`config.mk`:
```
export PLATFORM = sky130hd
export DESIGN_NAME = lreq_ctrl
export DESIGN_NICKNAME = d
export VERILOG_FILES = /design/src/rtl/lreq_pkg.sv /design/src/rtl/lreq_line_mon.sv /design/src/rtl/lreq_pick.sv /design/src/rtl/lreq_hold_tmr.sv /design/src/rtl/lreq_ctrl.sv
export SDC_FILE = /design/constraint.sdc
export NUM_CORES = 1
export LEC_CHECK = 0
export BUFFER_PORTS_ARGS = -buffer_cell sky130_fd_sc_hd__buf_4
export CORE_MARGIN = 1
export CORE_UTILIZATION = 30
export DETAILED_ROUTE_END_ITERATION = 10
export GPL_TIMING_DRIVEN = 1
export PLACE_DENSITY_LB_ADDON = 0.12
export SLEW_MARGIN = 0
export SYNTH_ARGS = -nofsm -noshare
export SYNTH_HDL_FRONTEND = slang
export SYNTH_SLANG_ARGS = --single-unit
```
`constraint.sdc`:
```
create_clock -name clk -period 1.9 [get_ports clk]
set_input_delay 0.475 -clock clk [delete_from_list [all_inputs] [get_ports clk]]
set_output_delay 0.475 -clock clk [all_outputs]
set_load 0.03 [all_outputs]
```
`src/rtl/lreq_pkg.sv`:
```
// Shared types for the link request controller.
// Assumes: control codes as listed below; kinds are encoded in priority order.
package lreq_pkg;
    localparam logic [1:0] CTL_IDLE  = 2'b00;
    localparam logic [1:0] CTL_STAT  = 2'b01;
    localparam logic [1:0] CTL_RX    = 2'b10;
    localparam logic [1:0] CTL_GRANT = 2'b11;

    typedef enum logic [1:0] {
        K_FAIR = 2'd0,
        K_PRIO = 2'd1,
        K_ISO  = 2'd2,
        K_TAKE = 2'd3
    } req_kind_e;

    typedef enum logic [2:0] {
        ST_FREE = 3'd0,
        ST_PEND = 3'd1,
        ST_TB   = 3'd2,
        ST_HOLD = 3'd3,
        ST_XMIT = 3'd4
    } req_state_e;
endpackage

```
`src/rtl/lreq_line_mon.sv`:
```
// Line monitor: decodes the control code and keeps one edge of history.
// Assumes: ctl_i is synchronous to clk; the status code is neither idle nor receive.
module lreq_line_mon
    import lreq_pkg::*;
(
    input  logic       clk,
    input  logic       rst_n,
    input  logic [1:0] ctl_i,
    output logic       is_idle,
    output logic       is_rx,
    output logic       is_grant,
    output logic       idle_q,
    output logic       pkt_end
);
    logic rx_q;

    // Decode the present control code.
    always_comb begin
        is_idle  = (ctl_i == CTL_IDLE);
        is_rx    = (ctl_i == CTL_RX);
        is_grant = (ctl_i == CTL_GRANT);
        pkt_end  = rx_q && (ctl_i != CTL_RX);
    end

    // Remember whether the last edge saw idle or receive.
    always_ff @(posedge clk) begin
        if (!rst_n) begin
            idle_q <= 1'b0;
            rx_q   <= 1'b0;
        end else begin
            idle_q <= is_idle;
            rx_q   <= is_rx;
        end
    end
endmodule

```
`src/rtl/lreq_pick.sv`:
```
// Request picker: arms isochronous traffic on cycle-start and selects the
// highest-ranked eligible non-acknowledge request (iso > prio > fair).
// Assumes: requests are levels held by their owners; done wins over start.
module lreq_pick
    import lreq_pkg::*;
(
    input  logic      clk,
    input  logic      rst_n,
    input  logic      fair_req_i,
    input  logic      prio_req_i,
    input  logic      iso_req_i,
    input  logic      cycle_start_i,
    input  logic      iso_done_i,
    output logic      pick_vld,
    output req_kind_e pick_kind
);
    logic iso_armed;

    // Track whether an isochronous request may be placed this cycle period.
    always_ff @(posedge clk) begin
        if (!rst_n)             iso_armed <= 1'b0;
        else if (iso_done_i)    iso_armed <= 1'b0;
        else if (cycle_start_i) iso_armed <= 1'b1;
    end

    // Fixed-priority selection among eligible requests.
    always_comb begin
        pick_vld  = 1'b1;
        pick_kind = K_FAIR;
        if (iso_armed && iso_req_i) pick_kind = K_ISO;
        else if (prio_req_i)        pick_kind = K_PRIO;
        else if (fair_req_i)        pick_kind = K_FAIR;
        else                        pick_vld  = 1'b0;
    end
endmodule

```
`src/rtl/lreq_hold_tmr.sv`:
```
// Hold timer: counts the forced wait after a bad-header grant.
// Assumes: HOLD_CYC >= 1; done is high on the last counted cycle.
module lreq_hold_tmr #(
    parameter int HOLD_CYC = 8
) (
    input  logic clk,
    input  logic rst_n,
    input  logic load,
    output logic done
);
    localparam int CW = $clog2(HOLD_CYC + 1);
    localparam logic [CW-1:0] LOAD_VAL = CW'(HOLD_CYC);

    logic [CW-1:0] cnt;

    // Load on request, then count down to zero.
    always_ff @(posedge clk) begin
        if (!rst_n)          cnt <= '0;
        else if (load)       cnt <= LOAD_VAL;
        else if (cnt != '0)  cnt <= cnt - 1'b1;
    end

    // Flag the final cycle of the wait.
    always_comb done = (cnt == CW'(1));

    AST_CNT_RANGE: assert property (@(posedge clk) disable iff (!rst_n)
        cnt <= LOAD_VAL);
endmodule

```
`src/rtl/lreq_ctrl.sv`:
```
// Link request controller top: one outstanding request at a time, loss on
// receive with retry after idle, take-bus during reception, and a timed
// release of an unused grant after a bad header CRC.
// Assumes: the wait is HOLD_NS rounded up to clocks of CLK_NS.
module lreq_ctrl
    import lreq_pkg::*;
#(
    parameter int CLK_NS  = 20,
    parameter int HOLD_NS = 160
) (
    input  logic       clk,
    input  logic       rst_n,
    input  logic [1:0] ctl_i,
    input  logic       fair_req_i,
    input  logic       prio_req_i,
    input  logic       iso_req_i,
    input  logic       cycle_start_i,
    input  logic       iso_done_i,
    input  logic       ack_req_i,
    input  logic       hdr_crc_ok_i,
    output logic       req_stb_o,
    output logic [1:0] req_kind_o,
    output logic       won_o,
    output logic       release_o
);
    localparam int HOLD_CYC = (HOLD_NS + CLK_NS - 1) / CLK_NS;

    logic       is_idle, is_rx, is_grant, idle_q, pkt_end;
    logic       pick_vld, tmr_load, tmr_done;
    req_kind_e  pick_kind, kind_q, kind_n;
    req_state_e st, st_n;
    logic       stb_n, won_n, rel_n;

    lreq_line_mon u_mon (
        .clk(clk), .rst_n(rst_n), .ctl_i(ctl_i),
        .is_idle(is_idle), .is_rx(is_rx), .is_grant(is_grant),
        .idle_q(idle_q), .pkt_end(pkt_end)
    );

    lreq_pick u_pick (
        .clk(clk), .rst_n(rst_n),
        .fair_req_i(fair_req_i), .prio_req_i(prio_req_i), .iso_req_i(iso_req_i),
        .cycle_start_i(cycle_start_i), .iso_done_i(iso_done_i),
        .pick_vld(pick_vld), .pick_kind(pick_kind)
    );

    lreq_hold_tmr #(.HOLD_CYC(HOLD_CYC)) u_tmr (
        .clk(clk), .rst_n(rst_n), .load(tmr_load), .done(tmr_done)
    );

    // Next state and next output pulses.
    always_comb begin
        st_n     = st;
        kind_n   = kind_q;
        stb_n    = 1'b0;
        won_n    = 1'b0;
        rel_n    = 1'b0;
        tmr_load = 1'b0;
        case (st)
            ST_FREE: begin
                if (is_rx && ack_req_i) begin
                    stb_n = 1'b1; kind_n = K_TAKE; st_n = ST_TB;
                end else if (is_idle && idle_q && pick_vld) begin
                    stb_n = 1'b1; kind_n = pick_kind; st_n = ST_PEND;
                end
            end
            ST_PEND: begin
                if (is_rx && ack_req_i) begin
                    stb_n = 1'b1; kind_n = K_TAKE; st_n = ST_TB;
                end else if (is_grant) begin
                    won_n = 1'b1; st_n = ST_XMIT;
                end else if (is_rx && kind_q != K_ISO) begin
                    st_n = ST_FREE;
                end
            end
            ST_TB: begin
                if (pkt_end) begin
                    if (hdr_crc_ok_i) begin
                        won_n = 1'b1; st_n = ST_XMIT;
                    end else begin
                        tmr_load = 1'b1; st_n = ST_HOLD;
                    end
                end
            end
            ST_HOLD: begin
                if (tmr_done) begin
                    rel_n = 1'b1; st_n = ST_FREE;
                end
            end
            ST_XMIT: begin
                if (is_idle) st_n = ST_FREE;
            end
            default: st_n = ST_FREE;
        endcase
    end

    // Register state, kind and output pulses.
    always_ff @(posedge clk) begin
        if (!rst_n) begin
            st        <= ST_FREE;
            kind_q    <= K_FAIR;
            req_stb_o <= 1'b0;
            won_o     <= 1'b0;
            release_o <= 1'b0;
        end else begin
            st        <= st_n;
            kind_q    <= kind_n;
            req_stb_o <= stb_n;
            won_o     <= won_n;
            release_o <= rel_n;
        end
    end

    // Drive the kind output from the registered kind.
    always_comb req_kind_o = kind_q;

    AST_FP_AFTER_IDLE: assert property (@(posedge clk) disable iff (!rst_n)
        (req_stb_o && req_kind_o != K_TAKE) |-> ($past(ctl_i) == CTL_IDLE && $past(ctl_i, 2) == CTL_IDLE));
    AST_TB_IN_RX: assert property (@(posedge clk) disable iff (!rst_n)
        (req_stb_o && req_kind_o == K_TAKE) |-> ($past(ctl_i) == CTL_RX));
    AST_WON_CAUSE: assert property (@(posedge clk) disable iff (!rst_n)
        won_o |-> ($past(ctl_i) == CTL_GRANT || ($past(ctl_i, 2) == CTL_RX && $past(ctl_i) != CTL_RX)));
    AST_HOLD_QUIET: assert property (@(posedge clk) disable iff (!rst_n)
        (st == ST_HOLD) |=> (!won_o && !req_stb_o));
    AST_ONE_EVENT: assert property (@(posedge clk) disable iff (!rst_n)
        $onehot0({req_stb_o, won_o, release_o}));
endmodule

```
==> impl_metrics.ini <==
[worst_setup_path]
required_ns = 2.13
arrival_ns = 1.90
crit_path_max_fanout = 7
r2r_start = u_tmr.cnt[1]
critPathLaunchType = input pin
worstSetupPathType = input pin to register
critPathLaunch = ctl_i[0]
end_kind = register

[global_routing]
busiest_layer = met2
grt_use_met2_pct = 21.9
grt_antenna_before_repair = 0
grt_pass1_vias = 631
grt-ovfl-total = 0
grt_usage_pct = 13.6
met3_usage_pct = 3.45
met1_usage_pct = 17.6
grt_max_degree = 13
grt_first_pass_wirelength_microns = 2770

[cts]
postCtsHoldBufs = 0
cts_resized = 0
cts_tree = done
cts_made_buffers = 3
clockRootBuffer = clkbuf_4
clkSinkCount = 15
htreeDepth = 1
clk_pin_slew_ns = 0.09
clk-insertion-delay-late_ns = 0.28
cts.path.max_buffers = 2
postCtsSetupBuffers = 0

[drt]
num_vias = 693
firstDrtPassIters = 4
avgRoutedWirePerCell_microns = 12.7
drtIter0Drc = 16
vias_per_cell = 5.17
ant_nets = 0
drc_errors = 0
routed_wl_microns = 1700

[synth]
muxShareOfSynthArea_pct = 2.52
ys_async_sr_fraction_pct = 0
synth.distinct_cells = 37
syn_nets = 101
synth-simple-area-share_pct = 33.0
synth_area_leader_cell = dfxtp_1
ys.warnings.count = 0
synth_ff_type = dfxtp_1
synth_top_family_by_area = simple AND/OR/NAND/NOR gates
yosys-top-cells-area = dfxtp_1, ha_1, nor3_1
ys_ff_latch = 15
avgSynthCellArea_sq_um = 9.15
synth_top_cell_area_share_pct = 37.7
syn_area_sq_um = 796
yosysSeqAreaShare_pct = 37.7
synth_xor_area_share_pct = 1.10
synthAdderAreaFrac_pct = 4.72
synth_edf_count = 0
synthCells = 87
synth_compound_area_share_pct = 16.8

[sta]
hold_viol_final = 0
clock_skew_ns = 0.00205
rsz0062_at_grt = no
maxClockFrequency_mhz = 599
setup_viol = 0
slew_violations = 0
layout_min_cycle_time_ns = 1.67
hold_ws_ns = 0.350
finalCritPeriodShare_pct = 87.9
setup_tns_ns = 0
worstMarginPinSlew_ns = 0.446
slew_headroom_pct = 69.9

[floorplanning]
initial_core_util_pct = 31.8
die_h_microns = 53.5
die_x_microns = 53.5
die_area_sq_mm = 0.00286
core-area_sq_mm = 0.00250
ios = 16
placementRows = 18

[cells_and_area]
syn_to_final_growth_pct = 21.9
nets = 119
drive_gt1_share_pct = 29.8
antenna_cells = 0
layout.cells.non_filler = 134
final_cell_area_sq_um = 970

[pwr]
finalPower_mw = 1.22
power_density_mw_per_mm2 = 1260
leakage_nw = 0.397
ir_worst_vdd_v = 0.000492

[placement]
dpl_cell_area_sq_um = 943
dp.cells = 130
port_buffers = 15
dp_hpwl_microns = 1340
gp_congestion = 0.753

[status]
status = completed

[hold_path]
hp-class = input pin to register
holdCritStartpoint = iso_done_i

[job]
cap_violations = 0
-- cells in the final DEF, fill, tap and decap left out, types with 3 or more instances in the layout --
cell      Yosys  layout
buf_4         0      17
dfxtp_1      15      15
nor2_1        8       8
nor3_1        6       6
nand2_1       5       5
inv_1         4       4
nand2b_1      3       3
or3_1         3       3
a21oi_1       3       3
ha_1          3       3
clkbuf_4      0       3
-- layer usage --
metal  share of wire, %  vias to the layer above
met4               0.71                        0
met3                4.5                        2
met2                 47                       22
met5                  0                        -
met1                 47                      315
li1                   -                      354
-- critical path: stages --
cell,delay (ns)
buf_4,0.13
or3b_4,0.40
or3_1,0.33
a211oi_2,0.33
o221a_2,0.23
-- cell type report --
class	instances	area, sq um
sequential	15	300
fill	258	1530
multi-input combinational	64	463
timing repair buffer	17	128
inverter	4	15.0
tap	30	37.5
clock buffer	4	26.3
-- logic make-up (layout without fill, tap and decap cells) --
logic type / Yosys count / in the layout
compound gates: 15 / 15
xor+xnor: 1 / 1
fa+ha+maj: 3 / 3
buf+inv: 8 / 25
flops: 15 / 15
mux: 2 / 2
simple gates: 43 / 43
-- sequential cells by signal (all words and copies together), names as in the netlist --
register / flops
req_stb_o: 1
u_pick.iso_armed: 1
u_mon.rx_q: 1
release_o: 1
req_kind_o: 2
st: 3
u_tmr.cnt: 4
won_o: 1
u_mon.idle_q: 1
-- synthesized netlist by cell type, types with 2 or more instances --
cell type	instances
dfxtp_1	15
inv_1	4
or3_1	3
clkbuf_1	2
o221a_2	2
buf_2	2
nor3_1	6
nor2_1	8
mux2i_1	2
nor4b_1	2
nand3b_1	2
ha_1	3
nand2b_1	3
nand3_1	2
nand2_1	5
a21oi_1	3
o21ai_0	2
a211oi_1	2
-- final timing paths --
path | endpoint | slack (ns) | depth (start not counted)
max reg2reg | st[1] | 0.25 | 6
min | u_pick.iso_armed | 0.35 | 2
max | req_kind_o[1] | 0.23 | 5
min reg2reg | u_tmr.cnt[2] | 0.51 | 2
-- metrics by stage --
stage | setup slack (ns) | util [%]
2_1_floorplan | 0.209 | -
3_3_place_gp | -0.0735 | 37.7
3_5_place_dp | -0.0490 | 37.7
4_1_cts | 0.242 | 38.8
5_1_grt | 0.145 | 38.8
6_report | 0.230 | 38.8
-- where the power goes --
part	internal, mW	switching (mW)	leakage (nW)
combinational	0.268	0.278	0.259
sequential	0.392	0.0921	0.123
clock	0.0813	0.106	0.0150
Power figures use the tool's default switching activity.
